File: src/rtl/fcmp_pkg.sv
package fcmp_pkg;

    localparam int EXP_W = 15;
    localparam int MAN_W = 64;
    localparam int FP_W  = 1 + EXP_W + MAN_W;

    typedef enum logic [2:0] {
        CL_ZERO,
        CL_DENORM,
        CL_NORMAL,
        CL_INF,
        CL_QNAN,
        CL_SNAN,
        CL_UNSUP
    } fp_class_e;

    // Flag triple {ZF, PF, CF}
    localparam logic [2:0] FL_GT = 3'b000;
    localparam logic [2:0] FL_LT = 3'b001;
    localparam logic [2:0] FL_EQ = 3'b100;
    localparam logic [2:0] FL_UN = 3'b111;

    typedef struct packed {
        logic [2:0] flags;
        logic       flag_we;
        logic       ie;
        logic       sf;
        logic       de;
        logic       c1;
        logic       pop;
        logic       valid;
    } cmp_out_t;

endpackage

File: src/rtl/fcmp_classify.sv
module fcmp_classify
    import fcmp_pkg::*;
#(
    parameter int EW = EXP_W,
    parameter int MW = MAN_W
) (
    input  logic [EW+MW:0] opnd,
    output fp_class_e      cls
);
    localparam int FW = MW - 1;

    logic [EW-1:0] exp_f;
    logic          int_bit;
    logic [FW-1:0] frac;
    logic          exp_zero;
    logic          exp_ones;

    assign exp_f    = opnd[EW+MW-1 -: EW];
    assign int_bit  = opnd[MW-1];
    assign frac     = opnd[FW-1:0];
    assign exp_zero = (exp_f == '0);
    assign exp_ones = (exp_f == '1);

    always_comb begin
        if (exp_zero) begin
            cls = ({int_bit, frac} == '0) ? CL_ZERO : CL_DENORM;
        end else if (!int_bit) begin
            cls = CL_UNSUP;
        end else if (exp_ones) begin
            if (frac == '0)        cls = CL_INF;
            else if (frac[FW-1])   cls = CL_QNAN;
            else                   cls = CL_SNAN;
        end else begin
            cls = CL_NORMAL;
        end
    end
endmodule

File: src/rtl/fcmp_order.sv
module fcmp_order #(
    parameter int W = 80
) (
    input  logic [W-1:0] a,
    input  logic [W-1:0] b,
    input  logic         both_zero,
    output logic         lt,
    output logic         eq
);
    logic         sa, sb;
    logic [W-2:0] ma, mb;
    logic         mag_gt, mag_eq;

    assign sa     = a[W-1];
    assign sb     = b[W-1];
    assign ma     = a[W-2:0];
    assign mb     = b[W-2:0];
    assign mag_gt = (ma > mb);
    assign mag_eq = (ma == mb);

    always_comb begin
        if (both_zero) begin
            eq = 1'b1;
            lt = 1'b0;
        end else if (sa != sb) begin
            eq = 1'b0;
            lt = sa;
        end else begin
            eq = mag_eq;
            lt = !mag_eq && (sa ? mag_gt : !mag_gt);
        end
    end
endmodule

File: src/rtl/fcmp_flags.sv
module fcmp_flags
    import fcmp_pkg::*;
#(
    parameter int EW = EXP_W,
    parameter int MW = MAN_W
) (
    input  logic             clk,
    input  logic             rst_n,
    input  logic             start,
    input  logic [EW+MW:0]   op_a,
    input  logic [EW+MW:0]   op_b,
    input  logic             a_empty,
    input  logic             b_empty,
    input  logic             unord_mode,
    input  logic             inv_mask,
    input  logic             pop_req,
    output logic [2:0]       flags,
    output logic             flag_we,
    output logic             exc_ie,
    output logic             exc_sf,
    output logic             exc_de,
    output logic             cc_c1,
    output logic             pop_stb,
    output logic             res_valid
);
    localparam int W    = EW + MW + 1;
    localparam int NOPS = 2;

    logic [W-1:0] opnd [NOPS];
    fp_class_e    cls  [NOPS];
    logic [NOPS-1:0] is_zero, is_den, is_qnan, is_snan, is_unsup;

    assign opnd[0] = op_a;
    assign opnd[1] = op_b;

    for (genvar i = 0; i < NOPS; i++) begin : g_cls
        fcmp_classify #(.EW(EW), .MW(MW)) u_cls (
            .opnd (opnd[i]),
            .cls  (cls[i])
        );
        assign is_zero[i]  = (cls[i] == CL_ZERO);
        assign is_den[i]   = (cls[i] == CL_DENORM);
        assign is_qnan[i]  = (cls[i] == CL_QNAN);
        assign is_snan[i]  = (cls[i] == CL_SNAN);
        assign is_unsup[i] = (cls[i] == CL_UNSUP);
    end

    logic ord_lt, ord_eq;

    fcmp_order #(.W(W)) u_ord (
        .a         (op_a),
        .b         (op_b),
        .both_zero (&is_zero),
        .lt        (ord_lt),
        .eq        (ord_eq)
    );

    cmp_out_t res_d, res_q;

    logic       underflow, bad_nan, unordered, raise_ie, do_write;
    logic [2:0] cmp_val;

    always_comb begin
        underflow = a_empty | b_empty;
        unordered = |(is_qnan | is_snan | is_unsup);
        bad_nan   = |(is_snan | is_unsup) | (!unord_mode & |is_qnan);
        raise_ie  = underflow | bad_nan;
        do_write  = !raise_ie | inv_mask;

        if (raise_ie || unordered) cmp_val = FL_UN;
        else if (ord_eq)           cmp_val = FL_EQ;
        else if (ord_lt)           cmp_val = FL_LT;
        else                       cmp_val = FL_GT;

        res_d         = res_q;
        res_d.valid   = 1'b0;
        res_d.flag_we = 1'b0;
        res_d.pop     = 1'b0;

        if (start) begin
            res_d.valid   = 1'b1;
            res_d.flag_we = do_write;
            res_d.ie      = raise_ie;
            res_d.sf      = underflow;
            res_d.de      = !raise_ie & |is_den;
            res_d.c1      = 1'b0;
            res_d.pop     = pop_req & do_write;
            if (do_write) res_d.flags = cmp_val;
        end
    end

    always_ff @(posedge clk) begin
        if (!rst_n) res_q <= '0;
        else        res_q <= res_d;
    end

    assign flags     = res_q.flags;
    assign flag_we   = res_q.flag_we;
    assign exc_ie    = res_q.ie;
    assign exc_sf    = res_q.sf;
    assign exc_de    = res_q.de;
    assign cc_c1     = res_q.c1;
    assign pop_stb   = res_q.pop;
    assign res_valid = res_q.valid;
endmodule

File: config.mk
export PLATFORM = sky130hd
export DESIGN_NAME = fcmp_flags
export DESIGN_NICKNAME = d
export VERILOG_FILES = /design/src/rtl/fcmp_pkg.sv /design/src/rtl/fcmp_classify.sv /design/src/rtl/fcmp_order.sv /design/src/rtl/fcmp_flags.sv
export SDC_FILE = /design/constraint.sdc
export NUM_CORES = 1
export LEC_CHECK = 0
export BUFFER_PORTS_ARGS = -buffer_cell sky130_fd_sc_hd__buf_2
export CORE_MARGIN = 2
export CORE_UTILIZATION = 46
export CTS_CLUSTER_DIAMETER = 30
export DETAILED_ROUTE_END_ITERATION = 8
export GPL_ROUTABILITY_DRIVEN = 0
export GPL_TIMING_DRIVEN = 0
export PLACE_DENSITY_LB_ADDON = 0.1
export SYNTH_ARGS = -nofsm -noshare
export SYNTH_HDL_FRONTEND = slang
export SYNTH_HIERARCHICAL = 1
export SYNTH_SLANG_ARGS = --single-unit
File: constraint.sdc
create_clock -name clk -period 4.75 [get_ports clk]
set_clock_uncertainty 0.1 [all_clocks]
set_input_delay 0.475 -clock clk [delete_from_list [all_inputs] [get_ports clk]]
set_output_delay 0.475 -clock clk [all_outputs]
set_load 0.005 [all_outputs]
* After elaboration in Yosys (flattened, before gate mapping)
Index checks and enable logic that the tools add are counted.
** Storage, ports and cells
- Register bits :: 9
- Input bits :: 168
- Output and inout bits :: 10
- Logic and storage cells :: 72
** Operators by class
- Order comparisons :: 1
- Eq/ne operators :: 12
- Muxes and demuxes :: 21
- Bitwise logic cells :: 10
- Reductions and logical operators :: 21
** Operators with widths (count)
- 64-bit zero test :: 2
- 63-bit zero test :: 2
- 79-bit == test :: 1
- 79-bit greater-than comparator :: 1
- 15-bit == test (second input constant) :: 2
- 15-bit zero test :: 2
- 3-bit 2-to-1 mux :: 10
- 3-bit == test (second input constant) :: 6
- 1-bit 2-to-1 mux :: 11
- 2-bit OR reduction :: 4
- 3-bit by 1-bit == test with 1-bit output (second input constant) :: 2
- 3-bit zero test :: 2
- 2-bit OR :: 3
- 2-bit AND reduction :: 3
- 1-bit zero test :: 4
- 1-bit OR :: 4
- 1-bit bitwise AND :: 3
- 1-bit logical AND :: 1
- 1-bit logical OR :: 1
- 1-bit inequality test :: 1

* Depth between registers and ports, before layout
- Depth in word-level cells :: 13
- Gate-level depth with buffers :: 12
- Mapped depth without buffers :: 12

* Hierarchy
Netlist, hierarchy kept.
** Modules (own cells, without submodules)
- fcmp_order :: instances 1, cells each 283, area each 2028.2 sq um, sequential area each 0.0 sq um
- fcmp_classify :: instances 2, cells each 37, area each 245.2 sq um, sequential area each 0.0 sq um
- fcmp_flags :: instances 1, cells each 44, area each 407.9 sq um, sequential area each 180.2 sq um

* Worst setup path before layout
Ideal clock, no wire load.
- Path kind :: input to register
- Start :: input op_b[38]
- End :: register res_q, in the netlist flags[0]
- Setup time :: 60 ps
- Arrival :: 2572 ps
- Path slack :: 2018 ps
- Stages on the path :: 12
- Path through :: nor4_1 nand4_1 or4_1 a31oi_1 nor2_1 nand2_1 nor3_1 a21oi_1 nand2_1 mux2i_1 nor2b_1 o221a_1
** RTL lines
- start, declared :: line fcmp_flags.sv:11 : input logic [EW+MW:0] op_b,
- end signal, assigned :: line fcmp_flags.sv:94 : else res_q <= res_d;
- end, declared :: line fcmp_flags.sv:58 : cmp_out_t res_d, res_q;

==> flow_metrics.py <==
metrics = {
    "drt": {
        "drtIter0Drc": 92,
        "viasPerCell": 5.60,
        "routed_wl_mm": 9.27,
        "wl_per_cell_um": 14.1,
        "drc_errors": 0,
        "ant_nets": 0,
        "drt_first_pass_iters": 4,
        "vias": 3687,
    },
    "cts": {
        "path_clk_slew_ps": 40,
        "clkSinkCount": 9,
        "clk_latency_ps": 230,
        "post_cts_resized": 0,
        "cts_tree": "built",
        "clockBufferDepth": 2,
        "numCtsBuffers": 3,
        "hold_buffers": 0,
        "post-cts-setup-buffers": 0,
        "cts.root.buffer_cell": "clkbuf_8",
        "htreeDepth": 1,
    },
    "die": {
        "die_h_um": 83.8,
        "die_w_um": 83.8,
        "core_area_um2": 6240,
        "start_util_pct": 46.9,
        "ios": 178,
        "row_count": 29,
        "design.die.area_um2": 7020,
    },
    "synth": {
        "ys_seq_area_share_pct": 6.16,
        "yosysUniqueCellTypes": 47,
        "yosysTopAreaCell": "ha_1",
        "netlist_top_cells_count": "inv_1, ha_1, nor4_1",
        "synth_edf_count": 0,
        "yosys-top-cells-area": "ha_1, inv_1, nor4_1",
        "avgSynthCellArea_um2": 7.30,
        "yosysWarningCount": 6,
        "synthCells": 401,
        "ys_seq_elements": 9,
        "synth_most_common_cell": "inv_1",
        "async_flop_share_pct": 0,
        "syn_area_um2": 2930,
        "synth_top_area_share_pct": 33.8,
        "synth_ff_type": "dfxtp_1",
        "synth_fp_nets": 648,
    },
    "power": {
        "combPwrFrac_pct": 61.8,
        "ir_worst_vdd_mv": 0.137,
        "p_int_mw": 0.272,
        "p_seq_share_pct": 18.4,
        "p_sw_share_pct": 38.8,
        "switching_power_mw": 0.173,
        "power.density_nw_per_um2": 113,
        "clockPowerShare_pct": 19.7,
        "leakagePower_nw": 2.27,
    },
    "timing": {
        "max_freq_mhz": 335,
        "rsz0062_at_grt": "false",
        "period_needed_ps": 2980,
        "finalSetupViolCount": 0,
        "tightest_slew_ps": 552,
        "slew_viol_final": 0,
        "whs_ps": 370,
        "fin_crit_sh_pct": 62.8,
        "final_hold_viol_count": 0,
        "max_slew_margin_pct": 62.9,
        "timing.setup.tns_ps": 0,
    },
    "place": {
        "io_buffers": 176,
        "place_area_um2": 3900,
        "hpwl_mm": 8.54,
        "dp_cells": 654,
    },
    "global_routing": {
        "grt_pass1_wl_mm": 15.1,
        "grt_antenna_before_repair": 0,
        "overflow": 0,
        "grtUsageTotal_pct": 25.6,
        "grt_max_degree": 10,
        "grt_pass1_vias": 3488,
    },
    "critical_path": {
        "reg2reg_depth": 2,
        "path_class": "in -> reg",
        "crit_path_end_kind": "flip-flop",
        "critPathMaxFanout": 4,
        "worstPathRequired_ps": 4820,
        "cp-start-kind": "primary input",
        "crit_arrival_ps": 3060,
    },
    "finish": {
        "final_cell_area_um2": 3950,
        "final_core_util_pct": 63.3,
        "fin_cells": 658,
        "drive_gt1_share_pct": 32.5,
        "n_antenna_cell": 0,
        "synthToLayoutAreaGrowth_pct": 34.9,
        "final_nets": 829,
    },
    "run": {
        "max_cap_viol_count": 0,
    },
    "min_path": {
        "hold_depth": 2,
        "min_path_type": "in -> reg",
    },
    "run_status": {
        "status": "finished, final reports clean",
    },
}
-- cell type report --
class	instances	area, um^2
timing repair buffer	176	881
multi-input combinational	310	2430
fill	604	2290
clock buffer	4	45.0
sequential	9	180
tap	77	96.3
buffer	1	7.51
inverter	81	304
-- placed cells by master, fill, tap and decap left out, types with 5 or more instances in the layout --
| master | n |
|---|---|
| a21o_1 | 15 |
| a21oi_1 | 28 |
| and4_1 | 6 |
| buf_2 | 176 |
| dfxtp_1 | 9 |
| ha_1 | 79 |
| inv_1 | 81 |
| nand2_1 | 22 |
| nand3_1 | 15 |
| nand4_1 | 28 |
| nor2_1 | 10 |
| nor3_1 | 10 |
| nor4_1 | 35 |
| o21ai_0 | 5 |
-- logic make-up after synthesis --
group | share of synthesized area (%)
flip-flops | 6.16
AO/OA/AOI/OAI | 19.2
adder cells (fa/ha/maj) | 33.8
buffers and inverters | 10.6
other | 0.128
multiplexers | 0.342
XOR/XNOR | 0.299
AND/OR/NAND/NOR | 29.4
-- worst paths after layout --
kind | startpoint | endpoint | slack [ps]
worst max-delay path | op_b[42] | flags[0] | 1770
worst min-delay path | pop_req | pop_stb | 370
worst max register to register | exc_de | exc_de | 3960
worst min register to register | exc_ie | exc_ie | 390
-- registers in the layout, indices dropped and copies added (netlist names) --
register	cells
exc_de	1
exc_ie	1
exc_sf	1
flag_we	1
flags	3
pop_stb	1
res_valid	1
-- per-stage QoR --
stage | total power [mW] | setup WS (ps)
2_1_floorplan | 0.218 | 2020
3_3_place_gp | 0.348 | 1600
3_5_place_dp | 0.354 | 1530
4_1_cts | 0.447 | 1770
5_1_grt | 0.491 | 1550
6_report | 0.444 | 1770
-- power by group through the flow --
stage	clock network [mW]	registers (mW)	logic, mW
final	0.0877	0.0819	0.275
after global routing	0.0947	0.0824	0.313
after CTS	0.0916	0.0819	0.273
after detailed placement	0	0.0832	0.271
after global placement	0	0.0831	0.265
after floorplan	0	0.0838	0.135
-- critical path, stage by stage --
cell and delay [ps]:
buf_2 110, nor4_1 310, nand4_1 220, or4_1 560, a31oi_1 390, nor2_1 120
nand2_1 70, nor3_1 50, a21oi_1 230, nand2_1 80, mux2i_1 120, nor2b_1 140
o221a_1 180
-- per-layer routing --
| layer | vias up | wire, um | global-route usage (%) |
|---|---|---|---|
| li1 | 1885 | - | - |
| met1 | 1660 | 4000 | 31.1 |
| met2 | 130 | 4630 | 48.1 |
| met3 | 12 | 529 | 2.47 |
| met4 | 0 | 111 | 5.57 |
| met5 | - | 0 | 0 |
Note: power is estimated with default switching activity, not from simulation.
